## config.mk

```make
export PLATFORM = sky130hd
export DESIGN_NAME = uart_core
export DESIGN_NICKNAME = d
export VERILOG_FILES = /design/src/rtl/uart_pkg.sv /design/src/rtl/uart_baud.sv /design/src/rtl/uart_tx.sv /design/src/rtl/uart_rx.sv /design/src/rtl/uart_core.sv
export SDC_FILE = /design/constraint.sdc
export NUM_CORES = 1
export LEC_CHECK = 0
export ABC_AREA = 1
export BUFFER_PORTS_ARGS = -buffer_cell sky130_fd_sc_hd__buf_2
export CORE_UTILIZATION = 40
export CTS_CLUSTER_SIZE = 40
export DETAILED_ROUTE_END_ITERATION = 12
export PLACE_DENSITY = 0.62
export SETUP_SLACK_MARGIN = 0.15
export SLEW_MARGIN = 20
export SYNTH_ARGS = -nofsm -noshare
export SYNTH_HDL_FRONTEND = slang
export SYNTH_SLANG_ARGS = --single-unit
```

## constraint.sdc

```tcl
create_clock -name clk -period 5.1 [get_ports clk]
set_clock_uncertainty 0.15 [all_clocks]
set_input_delay 0.255 -clock clk [delete_from_list [all_inputs] [get_ports clk]]
set_output_delay 0.255 -clock clk [all_outputs]
set_load 0.01 [all_outputs]
```

## src/rtl/uart_pkg.sv

```systemverilog
package uart_pkg;

   typedef enum logic [1:0] {
      PAR_NONE  = 2'd0,
      PAR_EVEN  = 2'd1,
      PAR_ODD   = 2'd2,
      PAR_FIXED = 2'd3
   } par_mode_e;

   typedef enum logic [2:0] {
      ST_IDLE,
      ST_START,
      ST_DATA,
      ST_PAR,
      ST_STOP
   } frame_st_e;

   localparam int unsigned TICKS_PER_BIT = 16;
   localparam int unsigned MID_TICK      = 8;

   function automatic logic [3:0] char_bits(input logic [1:0] len);
      return 4'd5 + {2'b00, len};
   endfunction

   function automatic logic calc_par(input par_mode_e mode, input logic [7:0] d,
                                     input logic [1:0] len, input logic fixed);
      logic [7:0] mask;
      logic       x;
      mask = 8'hFF >> (2'd3 - len);
      x    = ^(d & mask);
      case (mode)
         PAR_EVEN:  return x;
         PAR_ODD:   return ~x;
         PAR_FIXED: return fixed;
         default:   return 1'b0;
      endcase
   endfunction

endpackage

```

## src/rtl/uart_baud.sv

```systemverilog
module uart_baud #(
   parameter int unsigned DIV_W = 12
) (
   input  logic             clk,
   input  logic             rst_n,
   input  logic [DIV_W-1:0] cfg_div,
   output logic             tick
);
   if (DIV_W < 1) begin : g_bad_div
      $error("uart_baud: DIV_W must be at least 1");
   end

   logic [DIV_W-1:0] cnt;
   logic [DIV_W-1:0] lim;

   assign lim  = (cfg_div == '0) ? '0 : cfg_div - 1'b1;
   assign tick = (cnt >= lim);

   always_ff @(posedge clk or negedge rst_n) begin
      if (!rst_n)    cnt <= '0;
      else if (tick) cnt <= '0;
      else           cnt <= cnt + 1'b1;
   end

   // with a divisor above one, ticks never come on adjacent clocks
   p_tick_spacing_r5: assert property (@(posedge clk) disable iff (!rst_n)
      (tick && lim != '0) |=> !tick);

endmodule

```

## src/rtl/uart_tx.sv

```systemverilog
module uart_tx
   import uart_pkg::*;
#(
   parameter int unsigned STOP_W = 6
) (
   input  logic              clk,
   input  logic              rst_n,
   input  logic              tick,
   input  logic [1:0]        cfg_len,
   input  par_mode_e         cfg_par,
   input  logic              cfg_par_val,
   input  logic [STOP_W-1:0] cfg_stop,
   input  logic              tx_wr,
   input  logic [7:0]        tx_data,
   output logic              tx_ready,
   input  logic              cts,
   output logic              txd
);
   if (STOP_W < 5) begin : g_bad_stop
      $error("uart_tx: STOP_W must hold at least 16");
   end

   localparam logic [STOP_W-1:0] MIN_STOP = STOP_W'(TICKS_PER_BIT);
   localparam logic [3:0]        LAST_T   = 4'(TICKS_PER_BIT - 1);

   frame_st_e         st;
   logic [3:0]        tcnt;
   logic [2:0]        bidx;
   logic [7:0]        sh;
   logic              pbit;
   logic [STOP_W-1:0] scnt;
   logic [STOP_W-1:0] stop_len;
   logic              pend;
   logic [7:0]        hold;
   logic [3:0]        nb;
   logic              stop_end;
   logic              go;

   assign nb       = char_bits(cfg_len);
   assign stop_len = (cfg_stop < MIN_STOP) ? MIN_STOP : cfg_stop;
   assign stop_end = (st == ST_STOP) && (scnt == stop_len - 1'b1);
   assign go       = tick && pend && cts && ((st == ST_IDLE) || stop_end);
   assign tx_ready = !pend;

   always_ff @(posedge clk or negedge rst_n) begin
      if (!rst_n) begin
         st   <= ST_IDLE;
         tcnt <= '0;
         bidx <= '0;
         sh   <= '0;
         pbit <= 1'b0;
         scnt <= '0;
         pend <= 1'b0;
         hold <= '0;
         txd  <= 1'b1;
      end else begin
         if (tx_wr && !pend) begin
            pend <= 1'b1;
            hold <= tx_data;
         end
         if (go) begin
            st   <= ST_START;
            txd  <= 1'b0;
            tcnt <= '0;
            sh   <= hold;
            pbit <= calc_par(cfg_par, hold, cfg_len, cfg_par_val);
            pend <= 1'b0;
         end else if (tick) begin
            case (st)
               ST_START: begin
                  if (tcnt == LAST_T) begin
                     st   <= ST_DATA;
                     tcnt <= '0;
                     bidx <= '0;
                     txd  <= sh[0];
                  end else tcnt <= tcnt + 1'b1;
               end
               ST_DATA: begin
                  if (tcnt == LAST_T) begin
                     tcnt <= '0;
                     if ({1'b0, bidx} == nb - 4'd1) begin
                        if (cfg_par != PAR_NONE) begin
                           st  <= ST_PAR;
                           txd <= pbit;
                        end else begin
                           st   <= ST_STOP;
                           txd  <= 1'b1;
                           scnt <= '0;
                        end
                     end else begin
                        bidx <= bidx + 1'b1;
                        sh   <= sh >> 1;
                        txd  <= sh[1];
                     end
                  end else tcnt <= tcnt + 1'b1;
               end
               ST_PAR: begin
                  if (tcnt == LAST_T) begin
                     st   <= ST_STOP;
                     tcnt <= '0;
                     txd  <= 1'b1;
                     scnt <= '0;
                  end else tcnt <= tcnt + 1'b1;
               end
               ST_STOP: begin
                  if (stop_end) st <= ST_IDLE;
                  else          scnt <= scnt + 1'b1;
               end
               default: st <= ST_IDLE;
            endcase
         end
      end
   end

   // a start edge on the line only follows a clock where cts was high
   p_start_needs_cts_r10: assert property (@(posedge clk) disable iff (!rst_n)
      $fell(txd) |-> $past(cts));
   // an accepted write fills the holding register
   p_write_fills_r10: assert property (@(posedge clk) disable iff (!rst_n)
      (tx_wr && tx_ready) |=> !tx_ready);
   // the line stays high for the whole stop interval
   p_stop_high_r4: assert property (@(posedge clk) disable iff (!rst_n)
      (st == ST_STOP) |-> txd);

endmodule

```

## src/rtl/uart_rx.sv

```systemverilog
module uart_rx
   import uart_pkg::*;
#(
   parameter int unsigned SYNC_STAGES = 2
) (
   input  logic       clk,
   input  logic       rst_n,
   input  logic       tick,
   input  logic [1:0] cfg_len,
   input  par_mode_e  cfg_par,
   input  logic       cfg_par_val,
   input  logic       rxd,
   input  logic       rx_rd,
   output logic [7:0] rx_data,
   output logic       rx_valid,
   output logic       rx_perr,
   output logic       rx_ferr,
   output logic       rx_ovr
);
   if (SYNC_STAGES < 2) begin : g_bad_sync
      $error("uart_rx: SYNC_STAGES must be at least 2");
   end

   localparam logic [3:0] LAST_T = 4'(TICKS_PER_BIT - 1);
   localparam logic [3:0] CONF_T = 4'(MID_TICK - 1);

   logic [SYNC_STAGES-1:0] sync_q;
   logic                   s;
   logic                   prev;

   for (genvar i = 0; i < SYNC_STAGES; i++) begin : g_sync
      if (i == 0) begin : g_first
         always_ff @(posedge clk or negedge rst_n)
            if (!rst_n) sync_q[0] <= 1'b1;
            else        sync_q[0] <= rxd;
      end else begin : g_next
         always_ff @(posedge clk or negedge rst_n)
            if (!rst_n) sync_q[i] <= 1'b1;
            else        sync_q[i] <= sync_q[i-1];
      end
   end
   assign s = sync_q[SYNC_STAGES-1];

   frame_st_e  st;
   logic [3:0] cnt;
   logic [2:0] bidx;
   logic [7:0] sh;
   logic       pbit_rx;
   logic [3:0] nb;
   logic [7:0] word;
   logic       done;

   assign nb   = char_bits(cfg_len);
   assign word = sh >> (4'd8 - nb);
   assign done = tick && (st == ST_STOP) && (cnt == LAST_T);

   always_ff @(posedge clk or negedge rst_n) begin
      if (!rst_n) begin
         st      <= ST_IDLE;
         cnt     <= '0;
         bidx    <= '0;
         sh      <= '0;
         pbit_rx <= 1'b0;
         prev    <= 1'b1;
      end else begin
         prev <= s;
         case (st)
            ST_IDLE: begin
               if (prev && !s) begin
                  st  <= ST_START;
                  cnt <= '0;
               end
            end
            ST_START: if (tick) begin
               if (cnt == CONF_T) begin
                  cnt  <= '0;
                  bidx <= '0;
                  st   <= s ? ST_IDLE : ST_DATA;
               end else cnt <= cnt + 1'b1;
            end
            ST_DATA: if (tick) begin
               if (cnt == LAST_T) begin
                  cnt <= '0;
                  sh  <= {s, sh[7:1]};
                  if ({1'b0, bidx} == nb - 4'd1)
                     st <= (cfg_par != PAR_NONE) ? ST_PAR : ST_STOP;
                  else
                     bidx <= bidx + 1'b1;
               end else cnt <= cnt + 1'b1;
            end
            ST_PAR: if (tick) begin
               if (cnt == LAST_T) begin
                  cnt     <= '0;
                  pbit_rx <= s;
                  st      <= ST_STOP;
               end else cnt <= cnt + 1'b1;
            end
            ST_STOP: if (tick) begin
               if (cnt == LAST_T) st <= ST_IDLE;
               else               cnt <= cnt + 1'b1;
            end
            default: st <= ST_IDLE;
         endcase
      end
   end

   // one-deep holding register with error flags
   always_ff @(posedge clk or negedge rst_n) begin
      if (!rst_n) begin
         rx_data  <= '0;
         rx_valid <= 1'b0;
         rx_perr  <= 1'b0;
         rx_ferr  <= 1'b0;
         rx_ovr   <= 1'b0;
      end else begin
         if (rx_rd) begin
            rx_valid <= 1'b0;
            rx_perr  <= 1'b0;
            rx_ferr  <= 1'b0;
            rx_ovr   <= 1'b0;
         end
         if (done) begin
            if (rx_valid && !rx_rd) begin
               rx_ovr <= 1'b1;
            end else begin
               rx_data  <= word;
               rx_valid <= 1'b1;
               rx_perr  <= (cfg_par != PAR_NONE) &&
                           (pbit_rx != calc_par(cfg_par, word, cfg_len, cfg_par_val));
               rx_ferr  <= !s;
            end
         end
      end
   end

   // error flags only ever describe a held character
   p_err_with_data_r7: assert property (@(posedge clk) disable iff (!rst_n)
      (rx_perr || rx_ferr) |-> rx_valid);
   // an unread character is never overwritten
   p_hold_kept_r8: assert property (@(posedge clk) disable iff (!rst_n)
      (rx_valid && !rx_rd) |=> (rx_valid && $stable(rx_data)));
   // overrun only arises while a character is held
   p_ovr_on_full_r8: assert property (@(posedge clk) disable iff (!rst_n)
      $rose(rx_ovr) |-> rx_valid);

endmodule

```

## src/rtl/uart_core.sv

```systemverilog
module uart_core
   import uart_pkg::*;
#(
   parameter int unsigned DIV_W       = 12,
   parameter int unsigned STOP_W      = 6,
   parameter int unsigned SYNC_STAGES = 2
) (
   input  logic              clk,
   input  logic              rst_n,
   input  logic [DIV_W-1:0]  cfg_div,
   input  logic [1:0]        cfg_len,
   input  logic [1:0]        cfg_par,
   input  logic              cfg_par_val,
   input  logic [STOP_W-1:0] cfg_stop,
   input  logic              tx_wr,
   input  logic [7:0]        tx_data,
   output logic              tx_ready,
   input  logic              rx_rd,
   output logic [7:0]        rx_data,
   output logic              rx_valid,
   output logic              rx_perr,
   output logic              rx_ferr,
   output logic              rx_ovr,
   output logic              txd,
   input  logic              rxd,
   input  logic              cts,
   output logic              rts
);
   logic      tick;
   par_mode_e par_mode;

   assign par_mode = par_mode_e'(cfg_par);

   uart_baud #(.DIV_W(DIV_W)) u_baud (
      .clk     (clk),
      .rst_n   (rst_n),
      .cfg_div (cfg_div),
      .tick    (tick)
   );

   uart_tx #(.STOP_W(STOP_W)) u_tx (
      .clk         (clk),
      .rst_n       (rst_n),
      .tick        (tick),
      .cfg_len     (cfg_len),
      .cfg_par     (par_mode),
      .cfg_par_val (cfg_par_val),
      .cfg_stop    (cfg_stop),
      .tx_wr       (tx_wr),
      .tx_data     (tx_data),
      .tx_ready    (tx_ready),
      .cts         (cts),
      .txd         (txd)
   );

   uart_rx #(.SYNC_STAGES(SYNC_STAGES)) u_rx (
      .clk         (clk),
      .rst_n       (rst_n),
      .tick        (tick),
      .cfg_len     (cfg_len),
      .cfg_par     (par_mode),
      .cfg_par_val (cfg_par_val),
      .rxd         (rxd),
      .rx_rd       (rx_rd),
      .rx_data     (rx_data),
      .rx_valid    (rx_valid),
      .rx_perr     (rx_perr),
      .rx_ferr     (rx_ferr),
      .rx_ovr      (rx_ovr)
   );

   assign rts = !rx_valid;

   // a full holding register is released only by a read
   p_rts_release_r9: assert property (@(posedge clk) disable iff (!rst_n)
      (!rts && !rx_rd) |=> !rts);

endmodule

```

==> impl_metrics.yaml, run 1 <==
die:
  ios: 52
  die_w_um: 117
  coreArea_sq_um: 12800
  rows: 41
  start_util_pct: 41.6
  die_y_um: 117
  die_area_sq_um: 13700
drt:
  firstDrtPassIters: 4
  routedWlPerCell_um: 11.2
  vias: 4687
  antenna_left: 0
  drc: 0
  drtIter0Drc: 146
  avgViaCountPerCell: 4.82
  wirelength_mm: 10.9
final_layout:
  fillers: 1292
  final_area_sq_um: 6050
  syn_to_final_growth_pct: 13.9
  nets: 855
  final_common_cell: "nand2_1"
  antenna_cells: 0
  final_cell_mix: "nand2_1, inv_1, dfrtp_1"
  drive_gt1_share_pct: 12.6
sta:
  drv_slew: 0
  maxSlewHeadroom_pct: 52.1
  finalSetupViolations: 0
  fmax_mhz: 308
  timing.final.crit_share_pct: 63.6
  fin_crit_ps: 3240
  rsz0062_at_grt: "no"
  final-hold-violation-count: 0
  tns_ps: 0
  tightest_slew_ps: 718
clock_tree:
  cts_tree: "done"
  clock_path_buffers: 2
  cts_setup_buffers: 0
  cts_root_buffer: "clkbuf_16"
  ctsResizeCount: 0
  clock_latency_ps: 340
  cts_htree_levels: 3
  clk_pin_slew_worst_paths_ps: 60
  numCtsBuffers: 9
  clock_sinks: 81
global_routing:
  grt_start_max_net_pins: 82
  overflow: 0
  antenna_found_initial: 0
  grt_pass1_vias: 4507
  grt_pass1_wl_mm: 19.4
  grt.total_usage_pct: 17.8
placed_design:
  dpl-instance-area_sq_um: 5700
  place_congestion: 0.839
  io_buffers: 51
  dp_hpwl_mm: 8.10
min_path:
  min_path_type: "in2reg"
logic_synthesis:
  syn-num-nets: 798
  ys_seq_area_share_pct: 38.3
  yosysTopAreaCell: "dfrtp_1"
  synth_cells: 738
  yosysTopAreaCellShare_pct: 36.3
  yosysUniqueCellTypes: 45
  netlist_area_sq_um: 5310
  yosys_warnings: 0
  synth.area.top_cells: "dfrtp_1, nand2_1, inv_1"
  ys_ff_latch: 81
  synth_area_per_cell_sq_um: 7.20
status:
  status: "complete, no violations"
critical_path:
  crit_fanout: 17
  start_kind: "primary input"
  critPathKind: "in2reg"
  end_kind: "flip-flop"
  worstPathRequired_ps: 5230
  arrival_ps: 3380
run:
  cap_violations: 0
pwr:
  total_leakage_power_nw: 3.21
  ir_drop_mv: 0.246
  power_density_nw_per_um2: 380
[state kept, by name, summed over array words and instances (netlist names)]
name and flops:
u_rx.sh 8, u_baud.cnt 12, u_rx.rx_valid 1, u_tx.hold 8, u_rx.cnt 4, u_rx.pbit_rx 1
u_rx.bidx 3, u_tx.tcnt 4, u_rx.rx_data 8, u_tx.pbit 1, u_tx.txd 1, u_rx.st 3
u_tx.st 3, u_rx.rx_ferr 1, u_tx.bidx 3, u_rx.rx_perr 1, u_rx.prev 1, u_rx.s 1
u_rx.sync_q 1, u_tx.scnt 6, u_tx.pend 1, u_tx.sh 8, u_rx.rx_ovr 1
[layout make-up]
type	count	area [sq um]	area share, %
inverter	98	370	6.12
timing repair buffer	57	322	5.32
clock buffer	11	233	3.85
clock inverter	5	56.3	0.931
sequential	81	2030	33.6
tap	172	215	3.56
multi-input combinational	548	2820	46.6
[per-stage QoR]
step | setup WS, ps | hold WS [ps] | utilization (%) | total power, mW | instances
after floorplan | 2130 | -191 | - | 1.49 | 738
after global placement | 1540 | 196 | 44.6 | 1.65 | 950
after detailed placement | 1480 | 199 | 44.6 | 1.68 | 950
after CTS | 1820 | 1.68 | 47.3 | 2.33 | 972
after global routing | 1430 | 41.9 | 47.4 | 2.50 | 972
final | 1860 | 11.0 | 47.4 | 2.30 | 972
[cell families after synthesis]
group	synth area share [%]
muxes	1.04
buffers and inverters	8.62
adders and majority gates	5.42
AOI/OAI and AO/OA	9.71
xor gates and xnor gates	5.61
DFF	38.3
and+or+nand+nor	31.3
[cells in the mapped netlist (all sizes together)]
| cell type | instances |
|---|---|
| a21boi | 1 |
| a21o | 1 |
| a21oi | 21 |
| a221oi | 1 |
| a31oi | 1 |
| a32o | 1 |
| and3 | 1 |
| buf | 11 |
| dfrtp | 77 |
| dfstp | 4 |
| ha | 23 |
| inv | 98 |
| mux2 | 4 |
| mux2i | 1 |
| nand2 | 264 |
| nand3 | 38 |
| nand3b | 1 |
| nand4 | 9 |
| nor2 | 65 |
| nor3 | 8 |
| nor3b | 1 |
| nor4 | 3 |
| o211ai | 2 |
| o21ai | 55 |
| o221ai | 1 |
| o22ai | 3 |
| o31ai | 5 |
| or2 | 4 |
| xnor2 | 11 |
| xor2 | 23 |
[repair_timing]
item	in CTS	in global routing
hold buffers	6	0
endpoints found under the hold margin	74	0
endpoints found under the setup margin	0	0
[worst max-delay path, stage by stage]
cell,delay [ps]
buf_2,100
inv_1,90
nand2_1,90
nor3_1,300
nand2_1,150
nor4_1,250
xor2_1,180
nand2_1,70
ha_1,290
nand2_1,70
inv_1,50
nand3_1,80
a21oi_1,130
nor2_1,60
nand2_2,290
nand2_1,120
inv_1,130
nand3_2,310
nor2_1,180
nand3_1,110
nand2_1,60
[path summary, 6_finish.rpt]
| check | start | endpoint | slack [ps] | cells after the start |
|---|---|---|---|---|
| max | cfg_div[0] | u_rx.rx_perr | 1860 | 21 |
| min | tx_data[5] | u_tx.hold[5] | 10 | 3 |
| max reg2reg | u_baud.cnt[0] | u_rx.rx_perr | 2510 | 16 |
| min reg2reg | u_rx.sync_q[0] | u_rx.s | 210 | 0 |
| max in group asynchronous | rst_n | u_tx.scnt[1] | 3950 | 2 |
| min in group asynchronous | rst_n | u_rx.sh[5] | 380 | 2 |
[power by group]
group          switching, mW  total [mW]  leakage, nW  internal [mW]
registers              0.120       0.903         1.05          0.783
clock network          0.259       0.637        0.139          0.379
logic                  0.461       0.759         2.02          0.297
total                  0.840        2.30         3.21           1.46
[layer usage]
layer	vias up	wire length (um)	global-route usage, %
li1	2453	-	-
met1	2160	5200	22.0
met2	64	5180	31.2
met3	10	338	2.94
met4	0	159	6.41
met5	-	0	0
No activity file was read; power rests on OpenSTA's default activity.
==> run 2, diff against run 1 <==
- ABC_AREA: 1 -> 0
- clock period: 5.1 -> 3.2 ns (I/O delays scaled with it)
==> impl_metrics.yaml, run 2 <==
pwr:
  power_density_nw_per_um2: 629
  pwr-share-seq_pct: 38.1
  power.switching_mw: 1.45
  netSwitchingFraction_pct: 36.0
  finalPower_mw: 4.04
  ir_drop_mv: 0.290
  pwr-share-comb_pct: 37.7
  power_frac_clock_pct: 24.3
  total_leakage_power_nw: 3.01
  power.internal_mw: 2.58
sta:
  final-hold-violation-count: 0
  tns_ps: 0
  maxSlewHeadroom_pct: 49.8
  drv_slew: 0
  fin_crit_ps: 3100
  whs_ps: 96.5
  timing.final.crit_share_pct: 97.0
  rsz0062_at_grt: "yes"
  setup_slack_ps: 96.1
  finalSetupViolations: 0
  fmax_mhz: 322
  tightest_slew_ps: 747
drt:
  wirelength_mm: 11.4
  drc: 0
  drtIter0Drc: 199
  avgViaCountPerCell: 5.42
  routedWlPerCell_um: 15.0
  vias: 4132
  firstDrtPassIters: 4
  antenna_left: 0
logic_synthesis:
  yosysMostFrequentCell: "dfrtp_1"
  synth_cells: 502
  synth_edf_count: 0
  yosysTopAreaCell: "dfrtp_1"
  netlist_area_sq_um: 4890
  synth_common_cells: "dfrtp_1, nand2_1, nor2_1, o21ai_0, xnor2_1"
  syn-num-nets: 562
  yosysTopAreaCellShare_pct: 39.4
  synth_area_per_cell_sq_um: 9.74
  yosys_warnings: 0
  ys_seq_area_share_pct: 41.6
  yosysUniqueCellTypes: 63
  synth_ff_type: "dfrtp_1"
  ys_async_sr_fraction_pct: 100
  ys_ff_latch: 81
  synth.area.top_cells: "dfrtp_1, ha_1, mux2_2"
die:
  die_y_um: 113
  start_util_pct: 40.9
  die_area_sq_um: 12700
  coreArea_sq_um: 12000
  die_w_um: 113
  rows: 40
  ios: 52
clock_tree:
  clock_path_buffers: 2
  clock_sinks: 81
  clk_pin_slew_worst_paths_ps: 60
  cts_root_buffer: "clkbuf_16"
  clock_latency_ps: 340
  cts_htree_levels: 3
  numCtsBuffers: 9
  cts_tree: "done"
final_layout:
  largest_reg_flops: 12
  nets: 671
  top_register: "u_baud.cnt"
  final_cell_mix: "dfrtp_1, buf_2, nor2_1"
  final_area_sq_um: 6420
  drive_gt1_share_pct: 32.1
  syn_to_final_growth_pct: 31.3
  antenna_cells: 0
  final_util_pct: 53.7
  final_common_cell: "dfrtp_1"
  final_cells: 763
placed_design:
  place_ws_ps: -398
  dp_hpwl_mm: 7.65
  io_buffers: 51
  dpl-instance-area_sq_um: 5550
  place_inst: 716
  place_congestion: 0.806
run:
  cap_violations: 0
global_routing:
  antenna_found_initial: 0
  grt_start_max_net_pins: 82
  grt_pass1_vias: 4032
  overflow: 0
  grt_pass1_wl_mm: 18.4
  grt.total_usage_pct: 17.8
critical_path:
  end_kind: "flip-flop"
  start_kind: "primary input"
  worstPathRequired_ps: 3270
  arrival_ps: 3170
  crit_fanout: 5
  critPathKind: "in2reg"
  worstReg2RegStart: "u_baud.cnt[9]"
  crit_path_start: "cfg_div[6]"
min_path:
  min_path_type: "in2reg"
  hold_start: "cfg_par[0]"
status:
  status: "complete, no violations"
## run 2: changes by cell type in the layout (fill, tap and decap cells not counted), moves of 10 or more
cell     previous run  this run
mux2_2              4        18
nor2_1             65        46
a21oi_1            21        10
nand3_1            36        20
o21ai_0            41        25
nand2_1           250        43
and3_1              1        11
buf_4               0        35
xnor2_1            11        26
inv_1              93        25
## run 2: critical path: stages
cell      delay [ps]
buf_6             90
or4_4            540
nor2_2            90
nand4b_1         170
buf_4            180
buf_2            140
nand2_1           70
ha_1             140
and4_1           210
o21ai_0          100
o21ai_2          150
a31o_2           230
nand3_1          240
nor2b_4          290
mux2_2           360
## run 2: path summary, 6_finish.rpt
path / slack [ps] / cells past startpoint / endpoint
worst min register to register: 200 / 0 / u_rx.s
max in group asynchronous: 2120 / 2 / u_rx.rx_ovr
worst max-delay path: 100 / 15 / u_rx.rx_data[6]
min in group asynchronous: 270 / 2 / u_rx.sh[0]
worst max register to register: 540 / 10 / u_rx.st[2]
worst min-delay path: 100 / 3 / u_tx.pbit
## run 2: metal layers
layer  share of wire (%)  GRT usage [%]  vias up
met2                  50           31.1       69
li1                    -              -     2023
met3                 2.6           2.16       11
met1                  46           22.6     2029
met5                   0              0        -
met4                 1.3           6.13        0
## run 2: cell families (layout without fill, tap and decap cells)
| group | after synthesis | count (layout) | share of synthesized area (%) |
|---|---|---|---|
| XOR/XNOR | 45 | 45 | 8.06 |
| AND/OR/NAND/NOR | 185 | 187 | 18.7 |
| multiplexers | 33 | 33 | 8.67 |
| adder cells (fa/ha/maj) | 23 | 23 | 5.89 |
| AO/OA/AOI/OAI | 98 | 98 | 14.2 |
| buffers and inverters | 37 | 149 | 2.97 |
| flip-flops | 81 | 81 | 41.6 |
## run 2: final cells by class
| cell class | instances | area, sq um |
|---|---|---|
| multi-input combinational | 386 | 3040 |
| fill | 1075 | 5540 |
| clock buffer | 12 | 256 |
| clock inverter | 4 | 26.3 |
| timing repair buffer | 108 | 790 |
| sequential | 81 | 2030 |
| inverter | 25 | 93.8 |
| tap | 147 | 184 |
## run 2: timing repair
action	in CTS	in global routing
setup endpoints to repair	32	44
setup buffers	1	14
hold buffers	12	0
cloned	0	4
pin swaps	3	34
gates resized for setup	6	64
hold endpoints to repair	88	0
## run 2: power by group through the flow
stage                     registers (mW)  logic [mW]  clock network, mW
final                               1.54        1.52              0.980
after detailed placement            1.55        1.29                  0
after floorplan                     1.45        1.05                  0
after global routing                1.57        1.71               1.04
after CTS                           1.53        1.35              0.997
after global placement              1.54        1.25                  0
